$ cat src/rtl/tbd_pkg.sv
package tbd_pkg;

  // True when the count c is the final one before a window of w ticks closes.
  function automatic logic win_last(input int unsigned c, input int unsigned w);
    return c == (w - 1);
  endfunction

  // Width needed to hold counts 0 .. w-1.
  function automatic int unsigned cnt_width(input int unsigned w);
    return (w < 2) ? 1 : $clog2(w);
  endfunction

endpackage

$ cat src/rtl/tbd_sync_edge.sv
module tbd_sync_edge #(
  parameter int unsigned STAGES = 2
) (
  input  logic clk,
  input  logic rx_async,
  output logic edge_pulse
);
  localparam int unsigned LAST = STAGES;

  // Shift chain: STAGES synchroniser flops plus one history flop.
  // Not reset, so a steady level never looks like a change after reset.
  logic [LAST:0] chain;

  always_ff @(posedge clk) begin
    chain <= {chain[LAST-1:0], rx_async};
  end

  // One clock per level change, either polarity.
  assign edge_pulse = chain[LAST] ^ chain[LAST-1];

endmodule

$ cat src/rtl/tbd_window.sv
module tbd_window #(
  parameter int unsigned WIN = 12,
  parameter int unsigned CW  = 4
) (
  input  logic          clk,
  input  logic          rst,
  input  logic          tick,
  input  logic          edge_pulse,
  output logic          armed,
  output logic [CW-1:0] cnt,
  output logic          cap,
  output logic          win_end
);
  logic at_last;

  always_comb begin
    at_last = tbd_pkg::win_last(int'(cnt), WIN);
    win_end = armed && tick && at_last;
  end

  always_ff @(posedge clk) begin
    if (rst) begin
      armed <= 1'b0;
      cnt   <= '0;
      cap   <= 1'b0;
    end else if (win_end) begin
      // Closing edge: a coincident transition opens the next window.
      armed <= edge_pulse;
      cnt   <= '0;
      cap   <= 1'b0;
    end else if (!armed) begin
      if (edge_pulse) begin
        armed <= 1'b1;
        cnt   <= '0;
        cap   <= 1'b0;
      end
    end else begin
      if (tick)       cnt <= cnt + 1'b1;
      if (edge_pulse) cap <= 1'b1;
    end
  end

endmodule

$ cat src/rtl/tbd_bit_reg.sv
module tbd_bit_reg (
  input  logic clk,
  input  logic rst,
  input  logic load,
  input  logic din,
  output logic bit_data,
  output logic bit_valid
);
  always_ff @(posedge clk) begin
    if (rst) begin
      bit_data  <= 1'b0;
      bit_valid <= 1'b0;
    end else begin
      bit_valid <= load;
      if (load) bit_data <= din;
    end
  end

endmodule

$ cat src/rtl/tape_bit_decoder.sv
module tape_bit_decoder #(
  parameter int unsigned WIN_TICKS   = 12,
  parameter int unsigned SYNC_STAGES = 2
) (
  input  logic clk,
  input  logic rst,
  input  logic tick,
  input  logic rx_level,
  output logic bit_data,
  output logic bit_valid
);
  localparam int unsigned CNT_W = tbd_pkg::cnt_width(WIN_TICKS);

  // Named internal events, brought out for the checker.
  logic             edge_pulse;
  logic             win_armed;
  logic [CNT_W-1:0] win_cnt;
  logic             win_cap;
  logic             win_end;

  tbd_sync_edge #(
    .STAGES (SYNC_STAGES)
  ) u_sync (
    .clk        (clk),
    .rx_async   (rx_level),
    .edge_pulse (edge_pulse)
  );

  tbd_window #(
    .WIN (WIN_TICKS),
    .CW  (CNT_W)
  ) u_win (
    .clk        (clk),
    .rst        (rst),
    .tick       (tick),
    .edge_pulse (edge_pulse),
    .armed      (win_armed),
    .cnt        (win_cnt),
    .cap        (win_cap),
    .win_end    (win_end)
  );

  tbd_bit_reg u_out (
    .clk       (clk),
    .rst       (rst),
    .load      (win_end),
    .din       (win_cap),
    .bit_data  (bit_data),
    .bit_valid (bit_valid)
  );

endmodule

$ cat config.mk
export PLATFORM = sky130hd
export DESIGN_NAME = tape_bit_decoder
export DESIGN_NICKNAME = d
export VERILOG_FILES = /design/src/rtl/tbd_pkg.sv /design/src/rtl/tbd_sync_edge.sv /design/src/rtl/tbd_window.sv /design/src/rtl/tbd_bit_reg.sv /design/src/rtl/tape_bit_decoder.sv
export SDC_FILE = /design/constraint.sdc
export NUM_CORES = 1
export LEC_CHECK = 0
export BUFFER_PORTS_ARGS = -buffer_cell sky130_fd_sc_hd__buf_2
export CAP_MARGIN = 20
export CORE_AREA = 2 2 39 41
export DETAILED_ROUTE_END_ITERATION = 7
export DIE_AREA = 0 0 41 43
export SLEW_MARGIN = 20
export SYNTH_ARGS = -nofsm -noshare
export SYNTH_HDL_FRONTEND = slang
export SYNTH_SLANG_ARGS = --single-unit
$ cat constraint.sdc
create_clock -name clk -period 1.7 [get_ports clk]
set_input_delay 0.085 -clock clk [delete_from_list [all_inputs] [get_ports clk]]
set_output_delay 0.085 -clock clk [all_outputs]
set_load 0.005 [all_outputs]
After elaboration in Yosys (flattened, before gate mapping)
Cells that the tools add are included.

storage, ports and cells
  flip-flop bits (word level) = 11
  input port bits = 4
  output and inout port bits = 2
  word-level logic and storage cells = 24

operators by class
  add/subtract/negate cells = 1
  eq/ne operators = 2
  mux-type cells = 9
  bitwise logic cells = 1
  reductions and logical operators = 5

operators with widths
  operator                                                        count
  4-bit two-way mux                                               3
  1-bit two-way mux                                               6
  4-bit by 1-bit adder with 4-bit output (second input constant)  1
  4-bit == test (second input constant)                           1
  1-bit logical AND                                               2
  2-bit inequality test (second input constant)                   1
  2-bit AND reduction                                             1
  2-bit nonzero test                                              1
  2-bit OR reduction                                              1
  1-bit XOR                                                       1

Depth between registers and ports, before layout
Gate-level depths: netlist of run 1.

  word-level depth = 4
  mapped depth = 4
  gate-level depth less buffers = 4

Cells and area by module
From an unflattened synthesis of run 1, not the netlist that was laid out.

second synthesis, totals
  cells, all modules = 43
  area total of the unflattened synthesis = 416.6 um^2

by module, submodules not included
  module         times used  cells each  area an instance (um^2)  seq. area each (um^2)
  tbd_window     1           34          287.8                    120.1
  tbd_sync_edge  1           4           68.8                     60.1
  tbd_bit_reg    1           5           60.1                     40.0

Worst setup path before layout of run 1
OpenSTA, ideal clock, no wires.

  path type = flip-flop to flip-flop
  start = register u_win.cnt[0]
  end = register u_win.armed
  library setup time = 75 ps
  arrival time = 1084 ps
  required time = 1625 ps
  path slack = 541 ps
  cell stages (with the launch flop) = 5
  buffers on the path = 0
  period minus slack after synthesis = 1159 ps
  path through = dfxtp_1 > ha_1 > and3_2 > a21o_1 > o22ai_1

between the ends
  word-level cells in the longest chain between the ends = 3

RTL lines
  element                   RTL line          RTL
  start: declaration        tbd_window.sv:10  output logic [CW-1:0] cnt,
  start signal: assignment  tbd_window.sv:38  if (tick) cnt <= cnt + 1'b1;
  4-bit == test             tbd_pkg.sv:5      return c == (w - 1);
  1-bit logical AND         tbd_window.sv:18  win_end = armed && tick && at_last;
  1-bit two-way mux         tbd_window.sv:26  end else if (win_end) begin
  end signal: assignment    tbd_window.sv:28  armed <= edge_pulse;
  end: declaration          tbd_window.sv:9   output logic armed,

No other way between the ends.
A chain may end at the register's enable or synchronous reset.

Final worst setup path of run 1
Same ends and word-level chain as after synthesis.

==> run_summary.xml, run 1 <==
<?xml version="1.0" encoding="UTF-8"?>
<metrics>
  <group name="status">
    <metric name="status" unit="">completed</metric>
  </group>
  <group name="grt">
    <metric name="grt-ovfl-total" unit="">0</metric>
    <metric name="grt_start_max_net_pins" unit="">10</metric>
    <metric name="grt_pass1_wl" unit="µm">1210</metric>
    <metric name="via_count_of_the_first_global_routing_pass" unit="">289</metric>
    <metric name="global_route.usage.total" unit="%">10.6</metric>
    <metric name="initial_antenna_violation_count" unit="">0</metric>
  </group>
  <group name="floorplanning">
    <metric name="die_area" unit="mm²">0.00176</metric>
    <metric name="die_height" unit="µm">43</metric>
    <metric name="fp-row-count" unit="">14</metric>
    <metric name="core-area" unit="mm²">0.00138</metric>
    <metric name="floorplan.die.width" unit="µm">41</metric>
    <metric name="io_pins" unit="">6</metric>
    <metric name="floorplan.initialDensity" unit="%">31.6</metric>
  </group>
  <group name="synthesis">
    <metric name="synth.largest_area_cell" unit="">dfxtp_1</metric>
    <metric name="ys_warn_count" unit="">0</metric>
    <metric name="mappedNetlistArea" unit="µm²">437</metric>
    <metric name="ys_ff_latch" unit="">11</metric>
    <metric name="synth.net_count" unit="">49</metric>
    <metric name="ys_top_cells_by_area" unit="">dfxtp_1 (50%), nand3_1 (8.0%), xnor2_2 (3.7%)</metric>
    <metric name="post-synth-top-area-fraction" unit="%">50.4</metric>
    <metric name="post_synth.cell_area_avg" unit="µm²">9.92</metric>
    <metric name="synth_cell_types" unit="">24</metric>
    <metric name="seq_area_frac_synth" unit="%">50.4</metric>
    <metric name="synthCells" unit="">44</metric>
  </group>
  <group name="setup_path">
    <metric name="crit_fanout" unit="">6</metric>
    <metric name="rrSetupSlack" unit="ps">420</metric>
    <metric name="end_kind" unit="">register</metric>
    <metric name="start_kind" unit="">register</metric>
    <metric name="critical_path_class" unit="">register to register</metric>
    <metric name="timing.critical_path.required" unit="ps">1900</metric>
    <metric name="arrival" unit="ps">1470</metric>
  </group>
  <group name="job">
    <metric name="maxCapViolations" unit="">0</metric>
  </group>
  <group name="clock_network">
    <metric name="source_to_sink_clock_delay_at_the_later_pin_of_the_worst_skew_pair" unit="ps">270</metric>
    <metric name="cts_tree" unit="">done</metric>
    <metric name="numCtsBuffers" unit="">3</metric>
    <metric name="htreeDepth" unit="">1</metric>
    <metric name="cts_root_buffer" unit="">clkbuf_4</metric>
    <metric name="cts_sinks" unit="">11</metric>
    <metric name="post_cts_setup_buffers" unit="">0</metric>
    <metric name="clk_transition_reported_paths" unit="ps">70</metric>
    <metric name="cts_resized" unit="">0</metric>
    <metric name="maximum_count_of_clock_buffers_along_a_single_path" unit="">2</metric>
  </group>
  <group name="cells_and_area">
    <metric name="syn_to_final_growth" unit="%">17.2</metric>
    <metric name="post_route_cells_drive_above_1_share" unit="%">24.5</metric>
    <metric name="final_util" unit="%">37.0</metric>
    <metric name="layout.nets" unit="">59</metric>
    <metric name="diodes" unit="">0</metric>
  </group>
  <group name="sta">
    <metric name="hold_violations" unit="">0</metric>
    <metric name="fin_crit_sh" unit="%">75.1</metric>
    <metric name="final_max_slew_viol_count" unit="">0</metric>
    <metric name="worst_clock_skew" unit="ps">1.46</metric>
    <metric name="grt_setup_unrepaired" unit="">false</metric>
    <metric name="final.setup.tns" unit="ps">0</metric>
    <metric name="worst_slew_pin_slew" unit="ps">358</metric>
    <metric name="hold_ws" unit="ps">15.2</metric>
    <metric name="achievable-frequency" unit="GHz">0.783</metric>
    <metric name="finalSetupViolations" unit="">0</metric>
    <metric name="maxSlewHeadroom" unit="%">76.0</metric>
    <metric name="timing.final.crit_period" unit="ps">1280</metric>
  </group>
  <group name="power_and_ir_drop">
    <metric name="cellLeakagePower" unit="µW">0.000206</metric>
    <metric name="vdd_ir_drop_max" unit="V">0.000396</metric>
    <metric name="pwr_density_cell" unit="mW/mm²">984</metric>
  </group>
  <group name="routing">
    <metric name="detail_route.first_pass.iterations" unit="">4</metric>
    <metric name="route.detailed.wl_per_inst" unit="µm">10.9</metric>
    <metric name="drt.antenna.violating_nets" unit="">0</metric>
    <metric name="detailedRoute.firstIterationViolations" unit="">9</metric>
    <metric name="via_per_inst" unit="">4.88</metric>
    <metric name="num_vias" unit="">337</metric>
    <metric name="drt-total-wl" unit="µm">755</metric>
    <metric name="count_of_unresolved_drc_violations_after_routing" unit="">0</metric>
  </group>
  <group name="hold_path">
    <metric name="timing.hold.worst.class" unit="">input pin to register</metric>
  </group>
  <group name="placement">
    <metric name="gp_congestion" unit="">0.712</metric>
    <metric name="number_of_port_buffers" unit="">5</metric>
    <metric name="dp.final_hpwl" unit="µm">538</metric>
  </group>
</metrics>
==> critical path, cell delays in order, from the launching register on <==
cell     delay (ps)
dfxtp_1         340
ha_1            230
and3_2          230
a21o_1          230
o22ai_1         170
==> where the power goes <==
part           switching, µW  internal [µW]
Combinational           23.6           19.3
Sequential              12.8            269
Clock                   91.1           87.2
Total                    127            376
==> final timing paths <==
path	cells after the start	end	from
worst max-delay path	4	u_win.armed	u_win.cnt[0]
worst min-delay path	2	u_out.bit_data	rst
worst max register to register	4	u_win.armed	u_win.cnt[0]
worst min register to register	0	u_sync.chain[1]	u_sync.chain[0]
==> sequential cells by signal, indices dropped and copies added (netlist names) <==
register         cells
u_out.bit_data       1
u_out.bit_valid      1
u_sync.chain         3
u_win.armed          1
u_win.cap            1
u_win.cnt            4
==> metal layers <==
layer  wire (µm)  track usage [%]  up-vias
li1            -                -      179
met1         390             14.8      143
met2         288             12.2       11
met3          52             6.28        4
met4          23             6.00        0
met5           0                0        -
==> cell families after synthesis <==
kind of cell    count (synthesis)  synth area share, %
flops                          11                 50.4
buf+inv                         2                 2.58
xor+xnor                        2                 5.73
mux                             1                 2.29
fa+ha+maj                       1                 2.86
simple gates                   17                 20.9
compound gates                 10                 15.2
==> synthesized netlist by cell type <==
cell type  number
o21ai_0         1
or3_1           1
nand2_1         1
dfxtp_1        11
ha_1            1
a21boi_0        1
nand3b_1        1
and3_2          1
xor2_1          1
nor3_1          1
buf_4           1
a211oi_2        1
mux2i_1         1
a21oi_1         3
nand3_1         7
inv_2           1
nor2b_1         1
xnor2_2         1
a31oi_1         2
nand4_1         1
o22ai_1         1
nor2_1          2
a21o_1          1
nand2b_1        1
==> per-stage QoR <==
stage | instances | total power [µW] | instance area (µm²) | setup WS, ps
3_3_place_gp | 64 | 329 | 474 | 466
5_1_grt | 69 | 527 | 512 | 363
3_5_place_dp | 64 | 329 | 474 | 435
6_report | 69 | 503 | 512 | 423
2_1_floorplan | 44 | 319 | 437 | 541
4_1_cts | 69 | 509 | 512 | 420
==> area by class of cell <==
class / instances / area [µm²]
multi-input combinational: 31 / 205
fill: 136 / 872
tap: 16 / 20.0
clock buffer: 3 / 22.5
clock inverter: 1 / 5.00
sequential: 11 / 220
timing repair buffer: 6 / 35.0
inverter: 1 / 3.75
==> what timing repair did <==
item	in CTS	in global routing
hold buffers	1	0
endpoints found under the setup margin	0	0
hold endpoints to repair	1	0
==> cell usage in the layout (no fill, tap or decap), drive strengths merged, types with 2 or more instances in the layout <==
cell and count:
nand3 7, buf 5, clkbuf 3, dfxtp 11, a31oi 2, a21oi 3
nor2 2
Note: power is estimated with default switching activity, not from simulation.
==> inputs of run 2 (changes only) <==
Settings changed: ABC_AREA set to 1.
Clock period 1.7 ns to 1.2 ns, I/O delays scaled along.
==> run_summary.xml, run 2 <==
<?xml version="1.0" encoding="UTF-8"?>
<metrics>
  <group name="sta">
    <metric name="timing.final.crit_period" unit="ps">1070</metric>
    <metric name="fin_crit_sh" unit="%">89.4</metric>
    <metric name="final.setup.tns" unit="ps">0</metric>
    <metric name="worst_slew_pin_slew" unit="ps">201</metric>
    <metric name="finalSetupViolations" unit="">0</metric>
    <metric name="achievable-frequency" unit="GHz">0.932</metric>
    <metric name="final_max_slew_viol_count" unit="">0</metric>
    <metric name="layout_setup_ws" unit="ps">127</metric>
    <metric name="maxSlewHeadroom" unit="%">86.6</metric>
    <metric name="hold_violations" unit="">0</metric>
    <metric name="worst_clock_skew" unit="ps">1.25</metric>
    <metric name="grt_setup_unrepaired" unit="">false</metric>
  </group>
  <group name="synthesis">
    <metric name="ys_warn_count" unit="">0</metric>
    <metric name="post_synth.cell_area_avg" unit="µm²">8.37</metric>
    <metric name="post-synth-top-area-fraction" unit="%">50.6</metric>
    <metric name="synthCells" unit="">52</metric>
    <metric name="synth.most_common_cell" unit="">dfxtp_1</metric>
    <metric name="ys_top_cells_by_area" unit="">dfxtp_1 (51%), nand3_1 (9.2%), nand2_1 (8.6%)</metric>
    <metric name="ys_ff_latch" unit="">11</metric>
    <metric name="synth.largest_area_cell" unit="">dfxtp_1</metric>
    <metric name="synth-edff-count" unit="">0</metric>
    <metric name="synth-main-ff-cell" unit="">dfxtp_1</metric>
    <metric name="synth.net_count" unit="">57</metric>
    <metric name="seq_area_frac_synth" unit="%">50.6</metric>
    <metric name="synth-async-reset-ratio" unit="%">0</metric>
    <metric name="synth_top_cells_by_count" unit="">dfxtp_1 (11), nand2_1 (10), nand3_1 (8)</metric>
    <metric name="synth_cell_types" unit="">16</metric>
    <metric name="mappedNetlistArea" unit="µm²">435</metric>
  </group>
  <group name="setup_path">
    <metric name="critical_path_class" unit="">register to register</metric>
    <metric name="arrival" unit="ps">1230</metric>
    <metric name="timing.critical_path.required" unit="ps">1360</metric>
    <metric name="end_kind" unit="">register</metric>
    <metric name="r2r-end" unit="">u_win.armed</metric>
    <metric name="start_kind" unit="">register</metric>
    <metric name="cp.buffers_inverters" unit="">0</metric>
    <metric name="crit_fanout" unit="">5</metric>
    <metric name="timing.rr.start" unit="">u_win.cnt[0]</metric>
    <metric name="worst_path_max_delay_cell" unit="">dfxtp_1</metric>
    <metric name="worstRegToRegCells" unit="">4</metric>
    <metric name="crit_family" unit="">flip-flops</metric>
    <metric name="rrSetupSlack" unit="ps">130</metric>
    <metric name="cpPeakStageDelay" unit="ps">390</metric>
    <metric name="worstPathCellList" unit="">ha_2 &gt; nand4_4 &gt; nand2_2 &gt; o21ai_1</metric>
  </group>
  <group name="clock_network">
    <metric name="htreeDepth" unit="">1</metric>
    <metric name="numCtsBuffers" unit="">3</metric>
    <metric name="cts_root_buffer" unit="">clkbuf_4</metric>
    <metric name="source_to_sink_clock_delay_at_the_later_pin_of_the_worst_skew_pair" unit="ps">260</metric>
    <metric name="cts_sinks" unit="">11</metric>
    <metric name="cts_tree" unit="">done</metric>
    <metric name="clk_transition_reported_paths" unit="ps">60</metric>
    <metric name="maximum_count_of_clock_buffers_along_a_single_path" unit="">2</metric>
  </group>
  <group name="placement">
    <metric name="number_of_port_buffers" unit="">5</metric>
    <metric name="dpl_cell_area" unit="µm²">488</metric>
    <metric name="gp_congestion" unit="">0.780</metric>
    <metric name="dp_worst_setup_slack" unit="ps">71.7</metric>
    <metric name="dp.final_hpwl" unit="µm">580</metric>
  </group>
  <group name="floorplanning">
    <metric name="core-area" unit="mm²">0.00138</metric>
    <metric name="io_pins" unit="">6</metric>
    <metric name="die_area" unit="mm²">0.00176</metric>
    <metric name="floorplan.initialDensity" unit="%">31.5</metric>
    <metric name="floorplan.die.width" unit="µm">41</metric>
    <metric name="fp-row-count" unit="">14</metric>
    <metric name="die_height" unit="µm">43</metric>
  </group>
  <group name="cells_and_area">
    <metric name="syn_to_final_growth" unit="%">23.9</metric>
    <metric name="post_route_cells_drive_above_1_share" unit="%">23.4</metric>
    <metric name="largest_register" unit="">u_win.cnt</metric>
    <metric name="final_util" unit="%">39.0</metric>
    <metric name="mostFrequentLayoutCell" unit="">dfxtp_1</metric>
    <metric name="multi_input_comb_area" unit="µm²">191</metric>
    <metric name="layout_common_cells" unit="">dfxtp_1 (11), nand2_1 (9), nand3_1 (8), inv_1 (6)</metric>
    <metric name="diodes" unit="">0</metric>
    <metric name="ff_latch_area" unit="µm²">220</metric>
    <metric name="layout.nets" unit="">70</metric>
    <metric name="postLayoutCellArea" unit="µm²">539</metric>
    <metric name="largest_register_ffs" unit="">4</metric>
    <metric name="largestRegisters" unit="">u_win.cnt (4), u_sync.chain (3)</metric>
    <metric name="fill_cells" unit="">139</metric>
  </group>
  <group name="hold_path">
    <metric name="timing.hold.worst.class" unit="">input pin to register</metric>
    <metric name="min_delay_worst_endpoint" unit="">u_win.cnt[0]</metric>
    <metric name="hold_start" unit="">tick</metric>
    <metric name="min_delay_path_depth" unit="">3</metric>
  </group>
  <group name="power_and_ir_drop">
    <metric name="finalPower" unit="µW">697</metric>
    <metric name="cellLeakagePower" unit="µW">0.000241</metric>
    <metric name="pwr_density_cell" unit="mW/mm²">1290</metric>
    <metric name="vdd_ir_drop_max" unit="V">0.000652</metric>
  </group>
  <group name="grt">
    <metric name="global_route.usage.total" unit="%">11.3</metric>
    <metric name="grt_pass1_wl" unit="µm">1340</metric>
    <metric name="grt_start_max_net_pins" unit="">7</metric>
    <metric name="via_count_of_the_first_global_routing_pass" unit="">357</metric>
    <metric name="grt-ovfl-total" unit="">0</metric>
    <metric name="initial_antenna_violation_count" unit="">0</metric>
  </group>
  <group name="routing">
    <metric name="detailedRoute.firstIterationViolations" unit="">8</metric>
    <metric name="num_vias" unit="">362</metric>
    <metric name="route.detailed.wl_per_inst" unit="µm">9.09</metric>
    <metric name="detail_route.first_pass.iterations" unit="">4</metric>
    <metric name="drt-total-wl" unit="µm">727</metric>
    <metric name="via_per_inst" unit="">4.53</metric>
    <metric name="count_of_unresolved_drc_violations_after_routing" unit="">0</metric>
    <metric name="drt.antenna.violating_nets" unit="">0</metric>
  </group>
  <group name="status">
    <metric name="status" unit="">completed</metric>
  </group>
  <group name="job">
    <metric name="maxCapViolations" unit="">0</metric>
  </group>
</metrics>
## run 2: changes by cell type in the layout (fill, tap and decap cells not counted), moves of 2 or more
cell     delta
nand2_1     +8
nand2_2     +2
a31oi_1     -2
a21oi_1     +2
inv_1       +6
## run 2: per-layer routing
layer	wire length, µm	global-route usage (%)
met3	28	3.14
met2	351	16.9
met1	326	14.2
met5	0	0
met4	20	6.00
## run 2: worst max path at each step
| stage | start | cells past startpoint | to | slack (ps) |
|---|---|---|---|---|
| after detailed placement | u_win.cnt[0] | 4 | u_win.armed | 70 |
| after global routing | u_win.cnt[0] | 4 | u_win.armed | 50 |
| after floorplan | u_win.cnt[0] | 4 | u_win.armed | 180 |
| after CTS | u_win.cnt[0] | 4 | u_win.armed | 60 |
| after global placement | u_win.cnt[0] | 4 | u_win.cap | 110 |
| final | u_win.cnt[0] | 4 | u_win.armed | 130 |
## run 2: power breakdown
| part | switching [µW] | leakage (µW) | total (µW) | internal [µW] |
|---|---|---|---|---|
| clock network | 115 | 0.0000150 | 244 | 129 |
| registers | 10.9 | 0.0000906 | 392 | 381 |
| logic | 34.9 | 0.000135 | 61.0 | 26.1 |
| total | 161 | 0.000241 | 697 | 536 |
## run 2: repair_timing
| action | in CTS | in global routing |
|---|---|---|
| gates resized for setup | 0 | 2 |
| endpoints found under the hold margin | 2 | 0 |
| setup buffers | 0 | 0 |
| endpoints found under the setup margin | 0 | 5 |
| hold buffers | 2 | 0 |
## run 2: stage by stage
step                      hold slack, ps  cells
after floorplan                     87.7     52
after global placement               165     74
after detailed placement             164     74
after CTS                           87.0     80
after global routing                 105     80
final                               86.7     80
## run 2: kinds of logic (layout without fill, tap and decap cells)
logic type	Yosys count	count (layout)	share of synthesized area, %
and+or+nand+nor	26	26	31.9
DFF	11	11	50.6
AOI/OAI and AO/OA	7	7	8.04
buffers and inverters	7	19	6.61
adders and majority gates	1	1	2.87
## run 2: area by class of cell
cell class | count | share of cell area (%)
multi-input cells | 34 | 35.5
repair buffers | 8 | 9.74
flip-flops and latches | 11 | 40.8
well taps | 16 | 3.71
clock buffers | 4 | 4.87
inverters | 7 | 5.34
## run 2: tightest hold or removal path, cell delays in order
cell and delay [ps]:
buf_2 110, nand3b_1 80, a21oi_1 60
==> inputs of run 3 (changes only) <==
Settings changed: CORE_AREA 2 2 39 41 to not set, CORE_UTILIZATION set to 35, DIE_AREA 0 0 41 43 to not set, SYNTH_HIERARCHICAL set to 1.
==> run_summary.xml, run 3 <==
<?xml version="1.0" encoding="UTF-8"?>
<metrics>
  <group name="status">
    <metric name="status" unit="">completed</metric>
  </group>
  <group name="sta">
    <metric name="fin_crit_sh" unit="%">88.8</metric>
    <metric name="grt_setup_unrepaired" unit="">false</metric>
    <metric name="hold_violations" unit="">0</metric>
    <metric name="layout_setup_ws" unit="ps">134</metric>
    <metric name="final_max_slew_viol_count" unit="">0</metric>
    <metric name="achievable-frequency" unit="GHz">0.938</metric>
    <metric name="hold_ws" unit="ps">175</metric>
    <metric name="timing.final.crit_period" unit="ps">1070</metric>
    <metric name="finalSetupViolations" unit="">0</metric>
    <metric name="worst_clock_skew" unit="ps">0.654</metric>
    <metric name="worst_slew_pin_slew" unit="ps">183</metric>
    <metric name="maxSlewHeadroom" unit="%">87.7</metric>
    <metric name="final.setup.tns" unit="ps">0</metric>
  </group>
  <group name="setup_path">
    <metric name="most_numerous_cell_on_the_critical_path" unit="">nand2_1</metric>
    <metric name="crit_family" unit="">flip-flops</metric>
    <metric name="arrival" unit="ps">1230</metric>
    <metric name="critical_path_class" unit="">register to register</metric>
    <metric name="cpPeakStageDelay" unit="ps">360</metric>
    <metric name="timing.critical_path.required" unit="ps">1360</metric>
    <metric name="worst_path_max_delay_cell" unit="">dfxtp_1</metric>
    <metric name="end_kind" unit="">register</metric>
    <metric name="worstPathCellList" unit="">ha_2 &gt; nand3_4 &gt; inv_1 &gt; nand2_1 &gt; nand2_1 &gt; nor2_2</metric>
    <metric name="startpoint" unit="">u_win/cnt[0]</metric>
    <metric name="start_kind" unit="">register</metric>
    <metric name="crit_fanout" unit="">5</metric>
    <metric name="timing.rr.start" unit="">u_win/cnt[0]</metric>
    <metric name="cp.buffers_inverters" unit="">1</metric>
  </group>
  <group name="clock_network">
    <metric name="maximum_count_of_clock_buffers_along_a_single_path" unit="">2</metric>
    <metric name="post_cts_setup_buffers" unit="">0</metric>
    <metric name="numCtsBuffers" unit="">3</metric>
    <metric name="htreeDepth" unit="">1</metric>
    <metric name="clk_transition_reported_paths" unit="ps">70</metric>
    <metric name="cts_sinks" unit="">11</metric>
    <metric name="cts_root_buffer" unit="">clkbuf_4</metric>
    <metric name="source_to_sink_clock_delay_at_the_later_pin_of_the_worst_skew_pair" unit="ps">260</metric>
    <metric name="cts_tree" unit="">done</metric>
  </group>
  <group name="job">
    <metric name="maxCapViolations" unit="">0</metric>
  </group>
  <group name="floorplanning">
    <metric name="floorplan.die.width" unit="µm">38.7</metric>
    <metric name="fp-row-count" unit="">12</metric>
    <metric name="die_area" unit="mm²">0.00149</metric>
    <metric name="floorplan.initialDensity" unit="%">40.2</metric>
    <metric name="core-area" unit="mm²">0.00117</metric>
    <metric name="die_height" unit="µm">38.7</metric>
    <metric name="io_pins" unit="">6</metric>
  </group>
  <group name="power_and_ir_drop">
    <metric name="cellLeakagePower" unit="µW">0.000268</metric>
    <metric name="internal-power" unit="µW">535</metric>
    <metric name="power.share.combinational" unit="%">9.6</metric>
    <metric name="clkPwrFrac" unit="%">35.2</metric>
    <metric name="vdd_ir_drop_max" unit="V">0.000720</metric>
    <metric name="share_of_total_power_in_sequential_cells" unit="%">55.3</metric>
    <metric name="switching_power" unit="µW">171</metric>
    <metric name="finalPower" unit="µW">705</metric>
    <metric name="sw_frac_of_total" unit="%">24.2</metric>
    <metric name="pwr_density_cell" unit="mW/mm²">1260</metric>
  </group>
  <group name="grt">
    <metric name="via_count_of_the_first_global_routing_pass" unit="">357</metric>
    <metric name="global_route.usage.total" unit="%">16.0</metric>
    <metric name="grt_start_max_net_pins" unit="">7</metric>
    <metric name="grt-ovfl-total" unit="">0</metric>
    <metric name="initial_antenna_violation_count" unit="">0</metric>
    <metric name="grt_pass1_wl" unit="µm">1520</metric>
  </group>
  <group name="synthesis">
    <metric name="synth_top_cells_by_count" unit="">nand2_1 (13), dfxtp_1 (11), inv_1 (11)</metric>
    <metric name="synthCells" unit="">62</metric>
    <metric name="post_synth.cell_area_avg" unit="µm²">7.59</metric>
    <metric name="synth-async-reset-ratio" unit="%">0</metric>
    <metric name="synth-edff-count" unit="">0</metric>
    <metric name="post-synth-top-area-fraction" unit="%">46.8</metric>
    <metric name="ys_warn_count" unit="">6</metric>
    <metric name="ys_ff_latch" unit="">11</metric>
    <metric name="synth.most_common_cell" unit="">nand2_1</metric>
    <metric name="synth.largest_area_cell" unit="">dfxtp_1</metric>
    <metric name="seq_area_frac_synth" unit="%">46.8</metric>
    <metric name="synth.net_count" unit="">67</metric>
    <metric name="ys_top_cells_by_area" unit="">dfxtp_1 (47%), nand2_1 (10%), inv_1 (8.8%)</metric>
    <metric name="mappedNetlistArea" unit="µm²">470</metric>
    <metric name="synth-main-ff-cell" unit="">dfxtp_1</metric>
    <metric name="synth_cell_types" unit="">12</metric>
  </group>
  <group name="placement">
    <metric name="number_of_port_buffers" unit="">5</metric>
    <metric name="gp_congestion" unit="">0.711</metric>
    <metric name="dp.final_hpwl" unit="µm">607</metric>
    <metric name="dp_worst_setup_slack" unit="ps">108</metric>
    <metric name="place_inst" unit="">81</metric>
  </group>
  <group name="cells_and_area">
    <metric name="diodes" unit="">0</metric>
    <metric name="ff_latch_area" unit="µm²">220</metric>
    <metric name="layout_common_cells" unit="">nand2_1 (13), inv_1 (11), dfxtp_1 (11), nor2_1 (7), nand3_1 (6)</metric>
    <metric name="fill_cells" unit="">123</metric>
    <metric name="stdcell_count" unit="">87</metric>
    <metric name="largest_register" unit="">u_win/cnt</metric>
    <metric name="layout.nets" unit="">79</metric>
    <metric name="largest_register_ffs" unit="">4</metric>
    <metric name="largestRegisters" unit="">u_win/cnt (4), u_sync/chain (3)</metric>
    <metric name="post_route_cells_drive_above_1_share" unit="%">24.7</metric>
    <metric name="syn_to_final_growth" unit="%">19.4</metric>
    <metric name="multi_input_comb_area" unit="µm²">205</metric>
    <metric name="mostFrequentLayoutCell" unit="">nand2_1</metric>
  </group>
  <group name="routing">
    <metric name="drt-total-wl" unit="µm">802</metric>
    <metric name="detail_route.first_pass.iterations" unit="">4</metric>
    <metric name="count_of_unresolved_drc_violations_after_routing" unit="">0</metric>
    <metric name="route.detailed.wl_per_inst" unit="µm">9.22</metric>
    <metric name="via_per_inst" unit="">4.47</metric>
    <metric name="drt.antenna.violating_nets" unit="">0</metric>
    <metric name="detailedRoute.firstIterationViolations" unit="">8</metric>
    <metric name="num_vias" unit="">389</metric>
  </group>
  <group name="hold_path">
    <metric name="hold_start" unit="">tick</metric>
    <metric name="timing.hold.worst.class" unit="">input pin to register</metric>
  </group>
</metrics>
run 3: cell types whose count changed after synthesis, sizes merged:
cell and delta:
nor2 +6, and2 -1, a21oi -1, inv +5, nand2 +6, o21ai -2, nand4 -2, nand3b -1
run 3: power by group through the flow:
stage | combinational, µW | sequential, µW | clock [µW]
floorplan | 47.6 | 396 | 0
global placement | 62.2 | 398 | 0
finish | 67.5 | 390 | 248
global route | 79.0 | 392 | 280
CTS | 67.8 | 390 | 266
detailed placement | 62.5 | 398 | 0
run 3: path summary, 6_finish.rpt:
check / endpoint / slack (ps) / cells after the start
min reg2reg: u_sync/chain[1] / 330 / 0
max: u_out/bit_data / 130 / 6
min: u_win/cnt[1] / 180 / 4
max reg2reg: u_out/bit_data / 130 / 6
run 3: layout make-up:
cell class | instances | share of cell area (%)
Clock buffer | 4 | 4.68
Inverter | 12 | 8.46
Multi-Input combinational cell | 39 | 36.5
Sequential cell | 11 | 39.2
Tap cell | 14 | 3.12
Timing Repair Buffer | 7 | 8.02
run 3: metal layers:
layer,vias up,share of wire (%),global-route usage [%],wire (µm)
li1,212,-,-,-
met1,171,45,17.5,361
met2,4,48,23.8,383
met3,2,4.9,8.67,39
met4,0,2.4,10.3,19
met5,-,0,0,0
run 3: kinds of logic after synthesis:
group	share of synthesized area, %
flops	46.8
compound gates	4.26
simple gates	36.2
fa+ha+maj	2.66
buf+inv	10.1
run 3: tightest hold or removal path: stages:
cell	delay (ps)
buf_2	80
nand2_2	100
nand3_1	100
a21oi_1	60
run 3: what timing repair did:
action / CTS / global route
gates resized for setup: 0 / 1
hold buffers: 2 / 0
endpoints found under the setup margin: 0 / 1
endpoints found under the hold margin: 2 / 0
run 3: through the flow:
step                      cell area (µm²)  utilization (%)
after floorplan                       470                -
after global placement                513             43.8
after detailed placement              513             43.8
after CTS                             559             47.8
after global routing                  562             48.0
final                                 562             48.0
